$ cat config.mk
export PLATFORM = sky130hd
export DESIGN_NAME = dbg_match_unit
export DESIGN_NICKNAME = d
export VERILOG_FILES = /design/src/rtl/dbg_match_pkg.sv /design/src/rtl/dbg_mask_gen.sv /design/src/rtl/dbg_addr_cmp.sv /design/src/rtl/dbg_match_unit.sv
export SDC_FILE = /design/constraint.sdc
export NUM_CORES = 1
export LEC_CHECK = 0
export ABC_AREA = 1
export BUFFER_PORTS_ARGS = -buffer_cell sky130_fd_sc_hd__buf_2
export CAP_MARGIN = 20
export CELL_PAD_IN_SITES_DETAIL_PLACEMENT = 0
export CELL_PAD_IN_SITES_GLOBAL_PLACEMENT = 2
export CORE_MARGIN = 3
export CORE_UTILIZATION = 22
export CTS_BUF_LIST = sky130_fd_sc_hd__clkbuf_4 sky130_fd_sc_hd__clkbuf_8 sky130_fd_sc_hd__clkbuf_16
export DETAILED_ROUTE_END_ITERATION = 10
export PLACE_DENSITY_LB_ADDON = 0.15
export SLEW_MARGIN = 25
export SYNTH_ARGS = -nofsm -noshare
export SYNTH_HDL_FRONTEND = slang
export SYNTH_SLANG_ARGS = --single-unit
$ cat constraint.sdc
create_clock -name clk -period 1.5 [get_ports clk]
set_input_delay 0.075 -clock clk [delete_from_list [all_inputs] [get_ports clk]]
set_output_delay 0.075 -clock clk [all_outputs]
set_load 0.01 [all_outputs]
$ cat src/rtl/dbg_match_pkg.sv
package dbg_match_pkg;
    parameter int ADDR_W = 24;
    parameter int CNT_W  = 4;
    parameter int WORD_W = 32;

    typedef struct packed {
        logic              pc_en;
        logic              hit;
        logic              rd_en;
        logic              wr_en;
        logic [CNT_W-1:0]  mask_cnt;
        logic [ADDR_W-1:0] addr;
    } ctl_t;

    typedef struct packed {
        ctl_t ctl;
        logic brk;
    } state_t;
endpackage

$ cat src/rtl/dbg_mask_gen.sv
module dbg_mask_gen #(
    parameter int ADDR_W = 24,
    parameter int CNT_W  = 4
) (
    input  logic [CNT_W-1:0]  cnt,
    output logic [ADDR_W-1:0] keep
);
    // A bit takes part in the compare when its index is at or above the count.
    for (genvar i = 0; i < ADDR_W; i++) begin : g_bit
        assign keep[i] = (i >= int'(cnt));
    end
endmodule

$ cat src/rtl/dbg_addr_cmp.sv
module dbg_addr_cmp #(
    parameter int ADDR_W = 24
) (
    input  logic [ADDR_W-1:0] a,
    input  logic [ADDR_W-1:0] b,
    input  logic [ADDR_W-1:0] keep,
    output logic              eq
);
    assign eq = ~|((a ^ b) & keep);
endmodule

$ cat src/rtl/dbg_match_unit.sv
module dbg_match_unit
    import dbg_match_pkg::*;
(
    input  logic              clk,
    input  logic              rst_n,
    input  logic              reg_wr_en,
    input  logic [WORD_W-1:0] reg_wdata,
    output logic [WORD_W-1:0] reg_rdata,
    input  logic              fetch_valid,
    input  logic [ADDR_W-1:0] fetch_addr,
    input  logic              data_rd,
    input  logic              data_wr,
    input  logic [ADDR_W-1:0] data_addr,
    output logic              break_req,
    output logic              hit_status
);
    localparam logic [ADDR_W-1:0] FULL_KEEP = '1;

    state_t            st_d, st_q;
    logic [ADDR_W-1:0] data_keep;
    logic              pc_eq, data_eq;
    logic              any_hit;

    dbg_mask_gen #(.ADDR_W(ADDR_W), .CNT_W(CNT_W)) u_mask (
        .cnt  (st_q.ctl.mask_cnt),
        .keep (data_keep)
    );

    dbg_addr_cmp #(.ADDR_W(ADDR_W)) u_pc_cmp (
        .a    (fetch_addr),
        .b    (st_q.ctl.addr),
        .keep (FULL_KEEP),
        .eq   (pc_eq)
    );

    dbg_addr_cmp #(.ADDR_W(ADDR_W)) u_data_cmp (
        .a    (data_addr),
        .b    (st_q.ctl.addr),
        .keep (data_keep),
        .eq   (data_eq)
    );

    always_comb begin
        st_d    = st_q;
        any_hit = (st_q.ctl.pc_en && fetch_valid && pc_eq)
               || (st_q.ctl.rd_en && data_rd && data_eq)
               || (st_q.ctl.wr_en && data_wr && data_eq);
        if (reg_wr_en) begin
            st_d.ctl = ctl_t'(reg_wdata);
        end
        if (any_hit) begin
            st_d.ctl.hit = 1'b1;
        end
        st_d.brk = any_hit;
    end

    always_ff @(posedge clk or negedge rst_n) begin
        if (!rst_n) begin
            st_q <= '0;
        end else begin
            st_q <= st_d;
        end
    end

    assign reg_rdata  = st_q.ctl;
    assign break_req  = st_q.brk;
    assign hit_status = st_q.ctl.hit;
endmodule

# Yosys cells after proc, flatten, opt, wreduce, memory -nomap -nowiden

Index checks and enable logic that the tools add are counted.
W data, S select, Z words.

Reduce and logical (&&, ||, !) cells: 13
Order comparisons: 15
Mux-type cells: 2
Bitwise logic cells: 3

Operators with widths:

| cell                 | count |
|---|---|
| $reduce_or A24 Y1    | 2 |
| $xor A24 B24 Y24     | 2 |
| $mux W31             | 1 |
| $ge A4 B4 Y1 const A | 7 |
| $and A24 B24 Y24     | 1 |
| $ge A3 B4 Y1 const A | 4 |
| $ge A1 B4 Y1 const A | 2 |
| $ge A2 B4 Y1 const A | 2 |
| $logic_and A1 B1 Y1  | 6 |
| $logic_not A1 Y1     | 2 |
| $logic_or A1 B1 Y1   | 2 |
| $reduce_bool A2 Y1   | 1 |
| $mux W1              | 1 |

Bits in registers: 33
Input port bits: 86
Logic and storage cells: 40

# Logic depth before layout (Yosys ltp)

Gate-level depths: netlist of run 1.

Word-level depth: 8
Depth in mapped cells: 10
Depth with buffers taken out: 10

# Cells and area by module

Synthesis of run 1 repeated with hierarchy kept, for this count alone.

Cells, all modules: 436
Area, all modules: 2,562.5 um^2

By module, submodules not included:

| module         | area an instance (um^2) | cells an instance | seq. area each (um^2) | instances |
|---|---|---|---|---|
| dbg_match_unit | 1,376.3                 | 148               | 825.8                 | 1 |
| dbg_addr_cmp   | 500.5                   | 126               | 0.0                   | 2 |
| dbg_mask_gen   | 185.2                   | 36                | 0.0                   | 1 |

# Worst setup path before layout of run 1

No wires, ideal clock.

Path type: register -> register
Start point: register st_q, in the netlist reg_rdata[3]
End point: register st_q, in the netlist hit_status
Library setup time: 0.067 ns
Path slack: 0.280 ns
Clock period less this slack: 1.220 ns
Buffers on the path: 0
Data required time: 1.433 ns
Cell stages (with the launch flop): 9
Arrival: 1.153 ns
Path through: dfrtp_1 -> or2_2 -> nand3_1 -> nand2_1 -> nor2_1 -> nand2_1 -> nor2_2 -> nand2_1 -> nand3_2

Longest elaborated chain between the ends: 8
Elaborated cells between the ends (all ways): 14
Classes of those cells: 1 x mux; 3 x bitwise; 10 x reduce/logical

RTL lines:

| item                                          | RTL line             | RTL |
|---|---|---|
| start, declared                               | dbg_match_unit.sv:19 | `state_t st_d, st_q;` |
| start signal, assigned                        | dbg_match_unit.sv:61 | `st_q <= st_d;` |
| $xor A24 B24 Y24                              | dbg_addr_cmp.sv:9    | `assign eq = ~\|((a ^ b) & keep);` |
| $and A24 B24 Y24                              | dbg_addr_cmp.sv:9    |  |
| $reduce_or A24 Y1                             | dbg_addr_cmp.sv:9    |  |
| $logic_not A1 Y1                              | dbg_addr_cmp.sv:9    |  |
| $logic_and A1 B1 Y1                           | dbg_match_unit.sv:46 | `\|\| (st_q.ctl.rd_en && data_rd && data_eq)` |
| $logic_or A1 B1 Y1                            | dbg_match_unit.sv:46 |  |
| $logic_or A1 B1 Y1 *                          | dbg_match_unit.sv:47 | `\|\| (st_q.ctl.wr_en && data_wr && data_eq);` |
| $mux W1 or $reduce_bool A2 Y1 (tied branches) | --                   |  |

Mark *: on every way between the ends. The rest lies on a longest branch, timed or not.
A chain may end at the register's enable or synchronous reset.

# Final worst setup path of run 1

Start point: register st_q, in the netlist reg_rdata[27]
End point: register st_q, in the netlist hit_status

Longest elaborated chain between the ends: 8
Elaborated cells between the ends (all ways): 24
Classes of those cells: 15 x order compare; 1 x mux; 1 x bitwise; 7 x reduce/logical

RTL lines:

| item                                          | RTL line             | RTL |
|---|---|---|
| $ge A1 B4 Y1, or another cell as far along    | dbg_mask_gen.sv:10   | `assign keep[i] = (i >= int'(cnt));` |
| $and A24 B24 Y24 *                            | dbg_addr_cmp.sv:9    |  |
| $reduce_or A24 Y1 *                           | dbg_addr_cmp.sv:9    |  |
| $logic_not A1 Y1 *                            | dbg_addr_cmp.sv:9    |  |
| $logic_and A1 B1 Y1                           | dbg_match_unit.sv:46 |  |
| $logic_or A1 B1 Y1                            | dbg_match_unit.sv:46 |  |
| $logic_or A1 B1 Y1 *                          | dbg_match_unit.sv:47 |  |
| $mux W1 or $reduce_bool A2 Y1 (tied branches) | --                   |  |

Marked as above.

==> results of run 1 <==
[critical path, stage by stage (launching register included)]
cell                      delay [ns]
sky130_fd_sc_hd__dfrtp_1        0.46
sky130_fd_sc_hd__nor2_1         0.23
sky130_fd_sc_hd__nand2_1        0.08
sky130_fd_sc_hd__nor2_1         0.15
sky130_fd_sc_hd__nor2_1         0.07
sky130_fd_sc_hd__nand3_1        0.07
sky130_fd_sc_hd__nor2_1         0.05
sky130_fd_sc_hd__nand2_1        0.08
sky130_fd_sc_hd__nand3_2        0.06
[final timing paths]
path,startpoint,slack [ns],to
hold reg to reg,reg_rdata[28],0.50,reg_rdata[28]
setup / recovery,reg_rdata[27],0.13,hit_status
min in group asynchronous,rst_n,0.28,reg_rdata[18]
hold / removal,reg_wdata[2],0.004,reg_rdata[2]
setup reg to reg,reg_rdata[27],0.13,hit_status
max in group asynchronous,rst_n,0.74,reg_rdata[25]
[cells in the mapped netlist]
cell type,instances
sky130_fd_sc_hd__and3_1,1
sky130_fd_sc_hd__inv_1,71
sky130_fd_sc_hd__o21ai_0,30
sky130_fd_sc_hd__nand3_2,1
sky130_fd_sc_hd__clkbuf_1,7
sky130_fd_sc_hd__nor2_1,43
sky130_fd_sc_hd__nand3_1,15
sky130_fd_sc_hd__nand4_1,8
sky130_fd_sc_hd__nor3_1,4
sky130_fd_sc_hd__dfrtp_1,33
sky130_fd_sc_hd__xnor2_1,6
sky130_fd_sc_hd__and2_1,1
sky130_fd_sc_hd__xor2_1,2
sky130_fd_sc_hd__inv_2,2
sky130_fd_sc_hd__nand3b_1,3
sky130_fd_sc_hd__mux2i_1,1
sky130_fd_sc_hd__buf_4,1
sky130_fd_sc_hd__nand2_2,2
sky130_fd_sc_hd__or2_2,4
sky130_fd_sc_hd__nor2_2,1
sky130_fd_sc_hd__nand2_1,191
[area by class of cell]
class	count	area (um^2)
clock buffers	8	147.6
fillers	1262	7468
inverters	73	274.0
multi-input cells	313	1343
flip-flops and latches	33	827.0
well taps	140	175.2
repair buffers	129	700.7
[kinds of logic after synthesis]
logic type             Yosys count
flip-flops                      33
buffers and inverters           81
AND/OR/NAND/NOR                274
multiplexers                     1
XOR/XNOR                         8
AO/OA/AOI/OAI                   30
[repair_timing]
action                                  in CTS  in global routing
hold buffers                                 7                  0
endpoints found under the hold margin       18                  0
resized for setup                            0                  1
endpoints found under the setup margin       0                  1
[power by group through the flow]
stage | Combinational [mW] | Clock [mW] | Sequential (mW)
floorplan | 0.425 | 0 | 1.10
global placement | 0.852 | 0 | 1.07
detailed placement | 0.847 | 0 | 1.08
CTS | 0.865 | 1.12 | 1.06
global route | 0.973 | 1.14 | 1.08
finish | 0.844 | 1.07 | 1.06
[flip-flops by register name, summed over array words and instances, names as in the netlist]
signal and flops:
break_req 1, reg_rdata 31, hit_status 1
[routing by layer]
metal | wire length, um | vias up | GRT usage | share of wire
li1 | - | 1534 | - | -
met1 | 4692 | 1176 | 0.2156 | 0.51
met2 | 3942 | 82 | 0.2225 | 0.43
met3 | 517 | 4 | 0.03235 | 0.056
met4 | 59 | 0 | 0.02644 | 0.0064
met5 | 0 | - | 0 | 0
[through the flow]
step | hold WS (ns) | cell area (um^2) | power, mW | utilization
3_5_place_dp | 0.02190 | 3248 | 1.923 | 0.2970
2_1_floorplan | -0.2206 | 2476 | 1.523 | -
4_1_cts | 0.0009110 | 3466 | 3.040 | 0.3169
6_report | 0.003811 | 3467 | 2.974 | 0.3170
3_3_place_gp | 0.01597 | 3248 | 1.925 | 0.2970
5_1_grt | 0.01022 | 3467 | 3.188 | 0.3170
[layout by cell type, fill, tap and decap left out]
cell	Yosys	routed
sky130_fd_sc_hd__nor3_1	4	4
sky130_fd_sc_hd__clkbuf_16	0	5
sky130_fd_sc_hd__and2_1	1	1
sky130_fd_sc_hd__buf_12	0	1
sky130_fd_sc_hd__nand3_1	15	15
sky130_fd_sc_hd__dfrtp_1	33	32
sky130_fd_sc_hd__nand3b_1	3	3
sky130_fd_sc_hd__inv_1	71	71
sky130_fd_sc_hd__buf_2	0	119
sky130_fd_sc_hd__nor2_2	1	1
sky130_fd_sc_hd__clkbuf_4	0	3
sky130_fd_sc_hd__nand2_2	2	2
sky130_fd_sc_hd__buf_4	1	2
sky130_fd_sc_hd__dlygate4sd3_1	0	7
sky130_fd_sc_hd__mux2i_1	1	1
sky130_fd_sc_hd__nand4_1	8	8
sky130_fd_sc_hd__xor2_1	2	2
sky130_fd_sc_hd__dfrtp_2	0	1
sky130_fd_sc_hd__inv_2	2	2
sky130_fd_sc_hd__nor2_1	43	43
sky130_fd_sc_hd__and3_1	1	1
sky130_fd_sc_hd__o21ai_0	30	30
sky130_fd_sc_hd__xnor2_1	6	6
sky130_fd_sc_hd__nand2_1	191	191
sky130_fd_sc_hd__or2_2	4	4
sky130_fd_sc_hd__nand3_2	1	1
==> reports/results.env, run 1 <==
DRIVE_ABOVE_1_SHARE=0.2536
INITIAL_CORE_UTIL=0.2264
TOP_AREA_CELLS_IN_THE_SYNTHESIZED_NETLIST='sky130_fd_sc_hd__dfrtp_1 (33%), sky130_fd_sc_hd__nand2_1 (29%), sky130_fd_sc_hd__inv_1 (11%), sky130_fd_sc_hd__nor2_1 (6.5%), sky130_fd_sc_hd__o21ai_0 (6.1%)'
POWER.NET_SWITCHING_uW=991.8
GRT_PASS1_WL_UM=14440
WORSTSKEWPAIRLATENCY_NS=0.28
VIAS=2796
HOLD_PATH_CLASS='in -> reg'
FINALMAXSLEWVIOLATIONS=0
COMBINATIONAL_FAMILY_WITH_THE_MOST_AREA_AFTER_SYNTHESIS='simple AND/OR/NAND/NOR gates'
ANTENNA_CELLS=0
PLACEABLECOREAREA_MM2=0.01094
TIMING.MAX_SLEW.REL_SLACK=0.7263
SYNTH_ADDER_AREA_SHARE=0
POSTCTSSETUPREPAIRBUFS=0
NUMBER_OF_CELLS_ON_THE_WORST_HOLD_PATH=3
PERIOD_MINUS_SLACK_NS=1.375
SYNTH_NETS=513
GRT_START_MAX_NET_PINS=27
TOTALWIRELENGTH_UM=9212
DP.FINAL_HPWL_UM=7738
GRT_REMAINING_OVERFLOW=0
TIMING.CRITICAL_PATH.TO_TYPE='flop'
TIMING.MAX_CAP.VIOLATIONS=0
CHIPHEIGHT_UM=112.1
CLK_PIN_SLEW_NS=0.06
FINALWORSTSETUPSLACK_NS=0.1253
CLOCK_TREE.HTREE_LEVEL_COUNT=2
SYNTH-COMPOUND-AREA-SHARE=0.06064
YOSYS_WARNINGS=0
NUMBER_OF_ANTENNA_VIOLATIONS_AT_THE_FIRST_CHECK_IN_GLOBAL_ROUTING=0
SYNTH_LARGEST_TYPE_AREA_FRACTION=0.3335
SYNTH-XOR-AREA-SHARE=0.02830
CTS_TREE='done'
SYNTH_AREA_MM2=0.002476
CRITPATHREQUIREDTIME_NS=1.65
YS_FF_LATCH=33
RELATIVE_CONTRIBUTION_OF_COMBINATIONAL_CELLS_TO_TOTAL_POWER=0.284
SYNTH_SEQUENTIAL_AREA_RATIO=0.3335
ROUTE.DETAILED.WL_PER_INST_UM=13.24
DETAIL_ROUTE.DRC_VIOLATIONS=0
FF2FF_PATH_DEPTH=8
CTS_NUM_SINKS=33
DIE-AREA_MM2=0.01256
CRITICAL_PATH_PEAK_FANOUT=7
PRE_CTS_SLACK_NS=0.1043
GP_ROUTABILITY_CONGESTION=0.7893
WORST_CLOCK_SKEW_NS=0.003322
DRT.ANTENNA.VIOLATING_NETS=0
POWER.DENSITY_CELL_AREA_mW_PER_MM2=857.7
SYNTH.LARGEST_AREA_CELL='sky130_fd_sc_hd__dfrtp_1'
SETUP-VIOLATIONS-FINAL=0
P_SW_FRAC=0.3335
CELL_INTERNAL_PWR_mW=1.982
POST-ROUTE-PERIOD-UTIL=0.9165
DIEWIDTH_UM=112.1
CLOCK_TREE.BUFFER_DEPTH=2
GRT_USE_TOTAL=0.1464
CP.ARRIVAL_NS=1.53
POST_SYNTH_NUM_CELL_TYPES=21
SYN-MEAN-INSTANCE-AREA_UM2=5.799
TOTAL_INSTANCE_COUNT_AFTER_DETAILED_PLACEMENT=681
DRTITER0DRC=112
TIGHTEST_SLEW_NS=0.4106
DETAIL_ROUTE.VIAS_PER_CELL=4.017
START_KIND='flop'
BUFFER_PORTS.INSERTED=119
FMAXACHIEVABLE_GHz=0.7274
POST_LAYOUT_NONFILLER_INSTANCES=696
STATUS='completed'
ACCUMULATED_NEGATIVE_SETUP_SLACK_NS=0
SYNTH_AREA_IN_SIMPLE_GATES=0.4492
STD_CELL_ROWS=38
VDD.IR_DROP.WORST_V=0.0004248
FINAL_NETS=641
IO-PIN-COUNT=120
RSZ0062_AT_GRT='no'
TRITONCTS.NUM_BUFFERS=5
CLOCK-ROOT-BUFFER='sky130_fd_sc_hd__clkbuf_16'
LEAKAGEPOWER_nW=2.091
TIMING_WORST_SETUP_PATH_TYPE='reg -> reg'
POWER.SHARE.CLOCK=0.360
SYNTH_MUX_AREA_FRAC=0.004042
TIMING_HOLD_VIOLATIONS_FINAL=0
POWER.SEQUENTIAL.FRACTION=0.356
FIRST_PASS_ITERS=4
GRT_PASS1_VIAS=2767
SYNTHESIS.INSTANCES=427
SYN2LAYOUT_AREA_GROWTH_PCT=40.02
(Power assumes the default switching activity.)
==> run 2: changes to the inputs <==
- BUFFER_PORTS_ARGS: -buffer_cell sky130_fd_sc_hd__buf_2 -> unset
- CORE_UTILIZATION: 22 -> 30
- DONT_BUFFER_PORTS: unset -> 1
- GPL_TIMING_DRIVEN: unset -> 0
==> reports/results.env, run 2 (synthesis gave the netlist of run 1 again) <==
CP.ARRIVAL_NS=1.58  # +0.05 ns
UTILIZATION=0.3872  # +0.07017
ROUTE.DETAILED.WL_PER_INST_UM=15.19  # +15%
CLOCK_TREE.HTREE_LEVEL_COUNT=2  # unchanged
TRITONCTS.NUM_BUFFERS=5  # unchanged
DIE-AREA_MM2=0.009380  # -25%
DRT.ANTENNA.VIOLATING_NETS=0  # unchanged
FIN_HOLD_WS_NS=0.1262  # +0.1224 ns
FMAXACHIEVABLE_GHz=0.7101  # -2.4%
CRITICAL_PATH_PEAK_FANOUT=4  # -3
TIGHTEST_SLEW_NS=0.6835  # +0.2729 ns
IO-PIN-COUNT=120  # unchanged
WORST_CLOCK_SKEW_NS=0.006269  # +0.002947 ns
INITIAL_CORE_UTIL=0.3139  # +0.08750
TOTALWIRELENGTH_UM=8658  # -6.0%
CPMOSTUSEDCELL='sky130_fd_sc_hd__nand2_1'
START_KIND='flop'
DETAIL_ROUTE.VIAS_PER_CELL=4.511  # +12%
POWER.DENSITY_CELL_AREA_mW_PER_MM2=817.1  # -4.7%
MULTIINPUTGATEAREA_MM2=0.001348  # +0.37%
DETAIL_ROUTE.DRC_VIOLATIONS=0  # unchanged
VIAS=2571  # -8.0%
LEAKAGEPOWER_nW=1.693  # -19%
PERIOD_MINUS_SLACK_NS=1.408  # +0.03353 ns
HOLD_PATH_CLASS='in -> reg'
TOTAL_INSTANCE_COUNT_AFTER_DETAILED_PLACEMENT=529  # -22%
CLOCK-ROOT-BUFFER='sky130_fd_sc_hd__clkbuf_8'
BUFFER_PORTS.INSERTED=0  # -100%
DRIVE_ABOVE_1_SHARE=0.05342  # -0.2002
GP_ROUTABILITY_CONGESTION=0.8182  # +3.7%
STATUS='completed'
LAYOUT.AREA.SEQ_UM2=830.8  # +0.45%
GRT_REMAINING_OVERFLOW=0  # unchanged
TIMING.CRITICAL_PATH.SLOWEST_STAGE_CELL='sky130_fd_sc_hd__dfrtp_1'
DIEWIDTH_UM=96.85  # -14%
LARGEST_REGISTER_FF_COUNT=31  # unchanged
GRT_PASS1_VIAS=2593  # -6.3%
TIMING_WORST_SETUP_PATH_TYPE='reg -> reg'
CTS_TREE='done'
CLK_PIN_SLEW_NS=0.07  # about the same
SETUP-VIOLATIONS-FINAL=0  # unchanged
VDD.IR_DROP.WORST_V=0.0003707  # -13%
POST_LAYOUT_NONFILLER_INSTANCES=570  # -18%
POST-ROUTE-PERIOD-UTIL=0.9388  # +0.02235
TIMING.MAX_CAP.VIOLATIONS=0  # unchanged
STD_CELL_ROWS=32  # -16%
WORSTSKEWPAIRLATENCY_NS=0.28  # about the same
POSTCTSSETUPREPAIRBUFS=0  # unchanged
NUMBER_OF_ANTENNA_VIOLATIONS_AT_THE_FIRST_CHECK_IN_GLOBAL_ROUTING=0  # unchanged
FINAL_NETS=554  # -14%
MOST-COMMON-LAYOUT-CELLS='sky130_fd_sc_hd__nand2_1 (191), sky130_fd_sc_hd__inv_1 (70), sky130_fd_sc_hd__nor2_1 (43)'
CRIT_PATH_MAX_INCR_DELAY_NS=0.46  # about the same
FIRST_PASS_ITERS=4  # unchanged
SYN2LAYOUT_AREA_GROWTH_PCT=23.35
RSZ0062_AT_GRT='no'
DP.FINAL_HPWL_UM=7041  # -9.0%
FINALMAXSLEWVIOLATIONS=0  # unchanged
ANTENNA_CELLS=0  # unchanged
MOST_COMMON_LIBRARY_CELL_IN_THE_LAYOUT_IGNORING_FILL_AND_TAPS='sky130_fd_sc_hd__nand2_1'
PATH_CELLS='xor2_1, nand2_1, nand2_1, nand2_1, inv_1, nor2_2, nand2_1, nand3_2'
GRT_USE_TOTAL=0.1824  # +0.03598
CHIPHEIGHT_UM=96.85  # -14%
TOTAL_POWER_mW=2.496  # -16%
PLACEABLECOREAREA_MM2=0.007888  # -28%
TIMING.MAX_SLEW.REL_SLACK=0.5443  # -0.1820
CLOCK_TREE.BUFFER_DEPTH=2  # unchanged
FINAL.FILL_COUNT=886  # -30%
TIMING_HOLD_VIOLATIONS_FINAL=0  # unchanged
DRTITER0DRC=84  # -25%
ACCUMULATED_NEGATIVE_SETUP_SLACK_NS=0  # unchanged
CRITPATHREQUIREDTIME_NS=1.67  # +0.02 ns
TIMING.CRITICAL_PATH.TO_TYPE='flop'
GRT_START_MAX_NET_PINS=34  # +26%
CTS_NUM_SINKS=33  # unchanged
GRT_PASS1_WL_UM=13470  # -6.7%
run 2: changes by cell type in the layout (fill, tap and decap cells not counted), moves of 2 or more:
cell / delta
sky130_fd_sc_hd__clkbuf_1: +7
sky130_fd_sc_hd__dfrtp_1: -3
sky130_fd_sc_hd__dlygate4sd3_1: +26
sky130_fd_sc_hd__buf_2: -119
sky130_fd_sc_hd__dfrtp_2: +3
sky130_fd_sc_hd__clkbuf_16: -5
sky130_fd_sc_hd__clkbuf_4: -2
sky130_fd_sc_hd__clkbuf_8: +6
run 2: power by group:
group / internal, mW / total [mW] / switching (mW) / leakage (nW)
logic: 0.261 / 0.657 / 0.396 / 1.25
registers: 0.969 / 1.11 / 0.145 / 0.398
clock network: 0.383 / 0.725 / 0.342 / 0.0477
total: 1.61 / 2.50 / 0.883 / 1.69
run 2: timing repair:
action | in CTS | in global routing
hold buffers | 34 | 0
resized for setup | 0 | 6
endpoints found under the hold margin | 65 | 0
setup endpoints to repair | 0 | 2
run 2: path summary, 6_finish.rpt:
check                         startpoint            end  slack, ns  depth (start not counted)
min in group asynchronous          rst_n  reg_rdata[17]       0.22                          2
max reg2reg                 reg_rdata[6]     hit_status       0.09                          8
max                         reg_rdata[6]     hit_status       0.09                          8
min                          fetch_valid      break_req       0.13                          6
min reg2reg                reg_rdata[28]  reg_rdata[28]       0.57                          2
max in group asynchronous          rst_n  reg_rdata[22]       1.05                          2
run 2: layout make-up:
class | count | share of cell area
clock buffers | 7 | 0.02950
flip-flops and latches | 33 | 0.2720
well taps | 102 | 0.04179
repair buffers | 34 | 0.1147
plain buffers | 8 | 0.01106
multi-input cells | 313 | 0.4412
inverters | 73 | 0.08972
run 2: per-stage QoR:
step	setup slack [ns]	area (um^2)
after floorplan	0.2803	2476
after global placement	0.08467	2604
after detailed placement	0.07923	2604
after CTS	0.04877	3044
after global routing	0.003067	3054
final	0.09178	3054
run 2: worst max-delay path: cells and delay by family (launching register included):
family	cells	cell delay, ns
and+or+nand+nor	6	0.41
xor gates and xnor gates	1	0.34
DFF	1	0.46
buffers and inverters	1	0.07
run 2: per-layer routing:
layer | global-route usage | part of all wire | wire, um | vias up
li1 | - | - | - | 1356
met3 | 0.05407 | 0.090 | 778 | 9
met5 | 0 | 0 | 0 | -
met1 | 0.2491 | 0.45 | 3922 | 1105
met4 | 0.04320 | 0.011 | 94 | 0
met2 | 0.2829 | 0.45 | 3863 | 101
